File: src/rtl/ccd_tg_pkg.sv
package ccd_tg_pkg;
  typedef enum logic [1:0] {
    PH_PRE  = 2'd0,
    PH_TG   = 2'd1,
    PH_POST = 2'd2,
    PH_READ = 2'd3
  } phase_e;
endpackage

File: src/rtl/ccd_line_seq.sv
module ccd_line_seq
  import ccd_tg_pkg::*;
#(
  parameter int ACT_PIX   = 5400,
  parameter int EXTRA_W   = 8,
  parameter int TIME_W    = 16,
  parameter int HALF      = 1,
  parameter int TG_MIN    = 200,
  parameter int GUARD_MIN = 36,
  localparam int PIX_CYC  = 2 * HALF,
  localparam int SUB_W    = (PIX_CYC > 2) ? $clog2(PIX_CYC) : 1,
  localparam int PIX_W    = $clog2(2 * ACT_PIX + (1 << EXTRA_W))
) (
  input  logic               clk_i,
  input  logic               rst_ni,
  input  logic               hi_res_i,
  input  logic [1:0]         bin_code_i,
  input  logic               line_clamp_i,
  input  logic [TIME_W-1:0]  tg_width_i,
  input  logic [TIME_W-1:0]  guard_i,
  input  logic [EXTRA_W-1:0] extra_pix_i,
  output phase_e             phase_o,
  output logic [SUB_W-1:0]   sub_o,
  output logic               pix_last_o,
  output logic [2:0]         grp_size_o,
  output logic               line_clamp_o,
  output logic               sel_o,
  output logic               line_start_o
);
  phase_e             phase_q;
  logic [TIME_W-1:0]  cnt_q, tg_q, guard_q;
  logic [PIX_W-1:0]   pix_q, npix_q;
  logic [SUB_W-1:0]   sub_q;
  logic               hi_q, lclamp_q;
  logic [1:0]         bin_q;
  logic [TIME_W-1:0]  tg_eff, guard_eff;
  logic [PIX_W-1:0]   npix_eff;

  // illegal settings are raised to the minimum
  assign tg_eff    = (tg_width_i < TIME_W'(TG_MIN)) ? TIME_W'(TG_MIN) : tg_width_i;
  assign guard_eff = (guard_i < TIME_W'(GUARD_MIN)) ? TIME_W'(GUARD_MIN) : guard_i;
  assign npix_eff  = (hi_res_i ? PIX_W'(2 * ACT_PIX) : PIX_W'(ACT_PIX)) + PIX_W'(extra_pix_i);

  assign pix_last_o = (pix_q == npix_q - PIX_W'(1));

  always_ff @(posedge clk_i or negedge rst_ni) begin
    if (!rst_ni) begin
      phase_q  <= PH_PRE;
      cnt_q    <= '0;
      pix_q    <= '0;
      sub_q    <= '0;
      tg_q     <= TIME_W'(TG_MIN);
      guard_q  <= TIME_W'(GUARD_MIN);
      npix_q   <= PIX_W'(2 * ACT_PIX);
      hi_q     <= 1'b1;
      bin_q    <= '0;
      lclamp_q <= 1'b0;
    end else begin
      unique case (phase_q)
        PH_PRE: begin
          if (cnt_q == guard_q - TIME_W'(1)) begin
            phase_q  <= PH_TG;
            cnt_q    <= '0;
            tg_q     <= tg_eff;
            guard_q  <= guard_eff;
            npix_q   <= npix_eff;
            hi_q     <= hi_res_i;
            bin_q    <= bin_code_i;
            lclamp_q <= line_clamp_i;
          end else begin
            cnt_q <= cnt_q + TIME_W'(1);
          end
        end
        PH_TG: begin
          if (cnt_q == tg_q - TIME_W'(1)) begin
            phase_q <= PH_POST;
            cnt_q   <= '0;
          end else begin
            cnt_q <= cnt_q + TIME_W'(1);
          end
        end
        PH_POST: begin
          if (cnt_q == guard_q - TIME_W'(1)) begin
            phase_q <= PH_READ;
            cnt_q   <= '0;
            pix_q   <= '0;
            sub_q   <= '0;
          end else begin
            cnt_q <= cnt_q + TIME_W'(1);
          end
        end
        default: begin
          if (sub_q == SUB_W'(PIX_CYC - 1)) begin
            sub_q <= '0;
            if (pix_last_o) begin
              phase_q <= PH_PRE;
              cnt_q   <= '0;
            end else begin
              pix_q <= pix_q + PIX_W'(1);
            end
          end else begin
            sub_q <= sub_q + SUB_W'(1);
          end
        end
      endcase
    end
  end

  assign phase_o      = phase_q;
  assign sub_o        = sub_q;
  assign grp_size_o   = hi_q ? 3'd1 : ({1'b0, bin_q} + 3'd1);
  assign line_clamp_o = lclamp_q;
  assign sel_o        = hi_q;
  assign line_start_o = (phase_q == PH_TG) && (cnt_q == '0);
endmodule

File: src/rtl/ccd_pix_clk.sv
module ccd_pix_clk
  import ccd_tg_pkg::*;
#(
  parameter int HALF     = 1,
  localparam int PIX_CYC = 2 * HALF,
  localparam int SUB_W   = (PIX_CYC > 2) ? $clog2(PIX_CYC) : 1
) (
  input  logic             clk_i,
  input  logic             rst_ni,
  input  phase_e           phase_i,
  input  logic [SUB_W-1:0] sub_i,
  input  logic             pix_last_i,
  input  logic [2:0]       grp_size_i,
  input  logic             line_clamp_i,
  output logic             sh1_o,
  output logic             sh2_o,
  output logic             rg_o,
  output logic             clamp_o,
  output logic             valid_o
);
  logic       reading, pix_end, grp_end, grp_head;
  logic [1:0] grp_q;

  assign reading  = (phase_i == PH_READ);
  assign pix_end  = reading && (sub_i == SUB_W'(PIX_CYC - 1));
  assign grp_end  = ({1'b0, grp_q} == grp_size_i - 3'd1);
  assign grp_head = reading && (grp_q == 2'd0);

  // pixel index within the current merge group
  always_ff @(posedge clk_i or negedge rst_ni) begin
    if (!rst_ni)          grp_q <= '0;
    else if (!reading)    grp_q <= '0;
    else if (pix_end)     grp_q <= grp_end ? 2'd0 : grp_q + 2'd1;
  end

  assign sh1_o   = !reading || (sub_i < SUB_W'(HALF));
  assign sh2_o   = !sh1_o;
  assign rg_o    = grp_head && (sub_i == '0);
  assign clamp_o = !reading || line_clamp_i || (grp_head && (sub_i == SUB_W'(1)));
  assign valid_o = pix_end && (grp_end || pix_last_i);
endmodule

File: src/rtl/lccd_timing_gen.sv
module lccd_timing_gen
  import ccd_tg_pkg::*;
#(
  parameter int ACT_PIX   = 5400,
  parameter int EXTRA_W   = 8,
  parameter int TIME_W    = 16,
  parameter int HALF      = 1,
  parameter int TG_MIN    = 200,
  parameter int GUARD_MIN = 36,
  localparam int PIX_CYC  = 2 * HALF,
  localparam int SUB_W    = (PIX_CYC > 2) ? $clog2(PIX_CYC) : 1
) (
  input  logic               clk_i,
  input  logic               rst_ni,
  input  logic               hi_res_i,
  input  logic [1:0]         bin_code_i,
  input  logic               line_clamp_i,
  input  logic [TIME_W-1:0]  tg_width_i,
  input  logic [TIME_W-1:0]  guard_i,
  input  logic [EXTRA_W-1:0] extra_pix_i,
  output logic [2:0]         tg_o,
  output logic               sh1_o,
  output logic               sh2_o,
  output logic               sh1_last_o,
  output logic               sh2_last_o,
  output logic               rg_o,
  output logic               clamp_o,
  output logic               sel_o,
  output logic               pix_valid_o,
  output logic               line_start_o
);
  phase_e           phase;
  logic [SUB_W-1:0] sub;
  logic             pix_last, lclamp;
  logic [2:0]       grp_size;
  logic             sh1, sh2;

  ccd_line_seq #(
    .ACT_PIX(ACT_PIX), .EXTRA_W(EXTRA_W), .TIME_W(TIME_W),
    .HALF(HALF), .TG_MIN(TG_MIN), .GUARD_MIN(GUARD_MIN)
  ) u_seq (
    .clk_i(clk_i), .rst_ni(rst_ni),
    .hi_res_i(hi_res_i), .bin_code_i(bin_code_i), .line_clamp_i(line_clamp_i),
    .tg_width_i(tg_width_i), .guard_i(guard_i), .extra_pix_i(extra_pix_i),
    .phase_o(phase), .sub_o(sub), .pix_last_o(pix_last),
    .grp_size_o(grp_size), .line_clamp_o(lclamp),
    .sel_o(sel_o), .line_start_o(line_start_o)
  );

  ccd_pix_clk #(.HALF(HALF)) u_pix (
    .clk_i(clk_i), .rst_ni(rst_ni),
    .phase_i(phase), .sub_i(sub), .pix_last_i(pix_last),
    .grp_size_i(grp_size), .line_clamp_i(lclamp),
    .sh1_o(sh1), .sh2_o(sh2), .rg_o(rg_o), .clamp_o(clamp_o), .valid_o(pix_valid_o)
  );

  // one gate per colour, identical timing
  for (genvar c = 0; c < 3; c++) begin : g_tg
    assign tg_o[c] = (phase == PH_TG);
  end

  assign sh1_o      = sh1;
  assign sh2_o      = sh2;
  assign sh1_last_o = sh1;
  assign sh2_last_o = sh2;
endmodule

File: config.mk
export PLATFORM = sky130hd
export DESIGN_NAME = lccd_timing_gen
export DESIGN_NICKNAME = d
export VERILOG_FILES = /design/src/rtl/ccd_tg_pkg.sv /design/src/rtl/ccd_line_seq.sv /design/src/rtl/ccd_pix_clk.sv /design/src/rtl/lccd_timing_gen.sv
export SDC_FILE = /design/constraint.sdc
export NUM_CORES = 1
export LEC_CHECK = 0
export ABC_AREA = 1
export BUFFER_PORTS_ARGS = -buffer_cell sky130_fd_sc_hd__buf_2
export CAP_MARGIN = 5
export CORE_MARGIN = 8
export CORE_UTILIZATION = 55
export DETAILED_ROUTE_END_ITERATION = 10
export PLACE_DENSITY = 0.83
export SLEW_MARGIN = 20
export SYNTH_ARGS = -nofsm -noshare
export SYNTH_HDL_FRONTEND = slang
export SYNTH_HIERARCHICAL = 1
export SYNTH_SLANG_ARGS = --single-unit
File: constraint.sdc
create_clock -name clk_i -period 2.31 [get_ports clk_i]
set_clock_uncertainty 0.05 [all_clocks]
set_input_delay 0 -clock clk_i [delete_from_list [all_inputs] [get_ports clk_i]]
set_output_delay 0 -clock clk_i [all_outputs]
set_load 0.02 [all_outputs]
==> flow_summary.toml <==
[outcome]
status = "finished with violations"
failed_checks = "design-rule violations, negative setup slack"

[die]
fp.dieArea_um2 = 15900
die_y_um = 126
rows = 40
initial_core_util_pct = 55.8
core_area_um2 = 11900
dieWidth_um = 126
ios = 58

[synthesis]
synth_top_family_by_area = "simple AND/OR/NAND/NOR gates"
syn_avg_cell_area_um2 = 6.45
synth_edf_count = 0
netlist_area_um2 = 6650
async_flop_share_pct = 100
yosysTopAreaCell = "dfrtp_1"
yosysWarnings = 6
synth-xor-area-share_pct = 8.15
synth_seq_cells = 82
synth-adder-area-share_pct = 3.01
ys.flop_type = "dfrtp_1"
syn-num-nets = 1093
synth_cell_types = 44
synth.most_common_cell = "nand2_1"
synth_compound_area_share_pct = 4.51
synth_common_cells = "nand2_1 (375), nand3_1 (112), inv_1 (106), nor2_1 (106), dfrtp_1 (73)"
syn_inst = 1031
synth_top_area_share_pct = 27.5
ys_seq_area_share_pct = 31.0
synth_area_leaders = "dfrtp_1 (27%), nand2_1 (21%), nand3_1 (8.4%)"
synth-simple-area-share_pct = 43.6
muxShareOfSynthArea_pct = 0

[cts]
cts_tree = "done"
insertion_delay_ns = 0.35
clk_pin_slew_ns = 0.06
clk_path_buf_depth = 2
clock_sinks = 82
htree_levels = 3
numCtsBuffers = 9
clock-root-buffer = "clkbuf_16"

[place]
dp_slack_ns = 0.00433
dpl.hpwl_um = 13100
port-buffer-count = 57
gp_congestion = 0.980

[timing]
hold_viol = 0
setup_viol = 33
fin_hold_ws_ns = 0.0572
maxSlewHeadroom_pct = 59.6
timing.fmax_ghz = 0.419
rsz0062_at_grt = "yes"
worst_slew_pin_slew_ns = 0.600
period_minus_slack_ns = 2.39
drv_slew = 0
timing.final.ws_setup_ns = -0.0770
timing.final.crit_share_pct = 103

[final_layout]
syn2layout_area_growth_pct = 30.2
nNetsFinal = 1225
antenna_cells = 0
fin_util_pct = 72.7
drive_gt1_share_pct = 21.2

[setup_path]
crit_arrival_ns = 2.62
start_kind = "flop"
crit_type = "flop to flop"
slowest_stage = "dfrtp_1"
cpMostUsedCell = "nand2_1"
crit_path_cell_trace = "nor2_4, nand2_1, nor2_1, nand3b_1, nand2_1, nand4_1, nor2_4, nand3_4, clkinv_8, buf_12, buf_16, nand2_1, nand2_1"
critical_path_buf_inv_count = 3
cp.required_ns = 2.54
critPathMaxStageDelay_ns = 0.47
cpLargestDelayFamily = "simple AND/OR/NAND/NOR gates"
cp_max_fo = 8
crit_path_end_kind = "flop"

[routing]
drtAntennaViolNets = 0
drcViolationCount = 1
num_vias = 7378
dr.pass1.iters = 9
finalWirelength_um = 21300
drt_iter0_drc = 739
wl_per_cell_um = 16.2
routed_via_density = 5.61

[flow_run]
cap_violations = 0

[grt]
grt_pass1_vias = 6595
gr-total-overflow = 0
track_usage_pct = 23.8
grt_pass1_wl_um = 31400
grt_max_degree = 49
antenna_found_initial = 0

[power_and_ir_drop]
power_density_nw_per_um2 = 363
p_leak_nw = 4.35
ir_drop_v = 0.000365
power.total_mw = 3.15

[hold_path]
min_path_type = "input port to flop"
-- per-layer routing --
layer	wire [um]	global-route usage [%]	up-vias
met5	0	0	-
met4	612	9.20	0
met3	1450	3.42	62
met2	10600	41.1	359
met1	8680	29.5	3441
li1	-	-	3516
-- report_power, final --
part	total (mW)	internal, mW	switching, mW
logic	0.177	0.0921	0.0847
registers	1.44	1.44	0
clock network	1.53	0.903	0.631
-- sequential cells by signal, indices dropped and copies added (netlist names) --
name / flops
u_seq/tg_q: 16
u_pix/grp_q: 2
u_seq/npix_q: 12
u_seq/pix_q: 14
u_seq/sub_o: 1
u_seq/guard_q: 16
u_seq/phase_o: 2
u_seq/cnt_q: 16
u_seq/line_clamp_o: 1
u_seq/bin_q: 2
-- worst paths after layout --
kind                                         start            endpoint  slack, ns  depth (start not counted)
worst max register to register    u_seq/guard_q[7]    u_seq/guard_q[8]      -0.08                         13
worst max-delay path              u_seq/guard_q[7]    u_seq/guard_q[8]      -0.08                         13
min in group asynchronous                   rst_ni     u_seq/cnt_q[12]       0.10                          2
max in group asynchronous                   rst_ni    u_seq/npix_q[11]       1.42                          3
worst min-delay path                extra_pix_i[6]     u_seq/npix_q[6]       0.06                          4
worst min register to register  u_seq/line_clamp_o  u_seq/line_clamp_o       0.44                          2
-- cells by family (layout without fill, tap and decap cells) --
logic type,Yosys count,count (layout)
xor gates and xnor gates,61,61
AOI/OAI and AO/OA,51,51
and+or+nand+nor,669,669
adders and majority gates,16,16
DFF,82,82
buffers and inverters,152,289
-- layout make-up --
class / instances / area (um2)
Tap cell: 147 / 184
Fill cell: 891 / 3250
Inverter: 113 / 437
Sequential cell: 82 / 2070
Multi-Input combinational cell: 797 / 4220
Timing Repair inverter: 1 / 8.76
Clock inverter: 3 / 46.3
Timing Repair Buffer: 159 / 1430
Clock buffer: 13 / 260
-- metrics by stage --
step	instances	area, um2	setup TNS [ns]
3_3_place_gp	1235	7260	0
2_1_floorplan	1031	6650	0
3_5_place_dp	1235	7260	0
6_report	1315	8660	-1.24
5_1_grt	1315	8660	-11.03
4_1_cts	1298	8110	-0.0733
-- cells in the final DEF (no fill, tap or decap), types with 10 or more instances in the layout --
| cell type | n |
|---|---|
| nand4_1 | 20 |
| ha_1 | 14 |
| o21ai_1 | 13 |
| buf_4 | 39 |
| nor4_1 | 10 |
| inv_1 | 102 |
| nor2_4 | 11 |
| clkbuf_16 | 16 |
| dfrtp_1 | 69 |
| nand2_2 | 26 |
| buf_2 | 55 |
| o21ai_2 | 18 |
| nor2_2 | 12 |
| xor2_1 | 42 |
| dlygate4sd3_1 | 43 |
| xnor2_1 | 17 |
| nand3_1 | 106 |
| nor2_1 | 93 |
| nand2_1 | 354 |
-- repair_timing --
item	in CTS	in global routing
gates resized for setup	19	99
pin swaps	7	15
buffers inserted	3	7
gates cloned	1	10
endpoints found under the setup margin	8	80
hold buffers	43	0
endpoints found under the hold margin	121	0
-- worst register-to-register path: cells and delay by family (launching register included) --
family        cells  cell delay [ns]
flops             1             0.47
buf+inv           3             0.41
simple gates     10             1.40
Note: power is estimated with default switching activity, not from simulation.
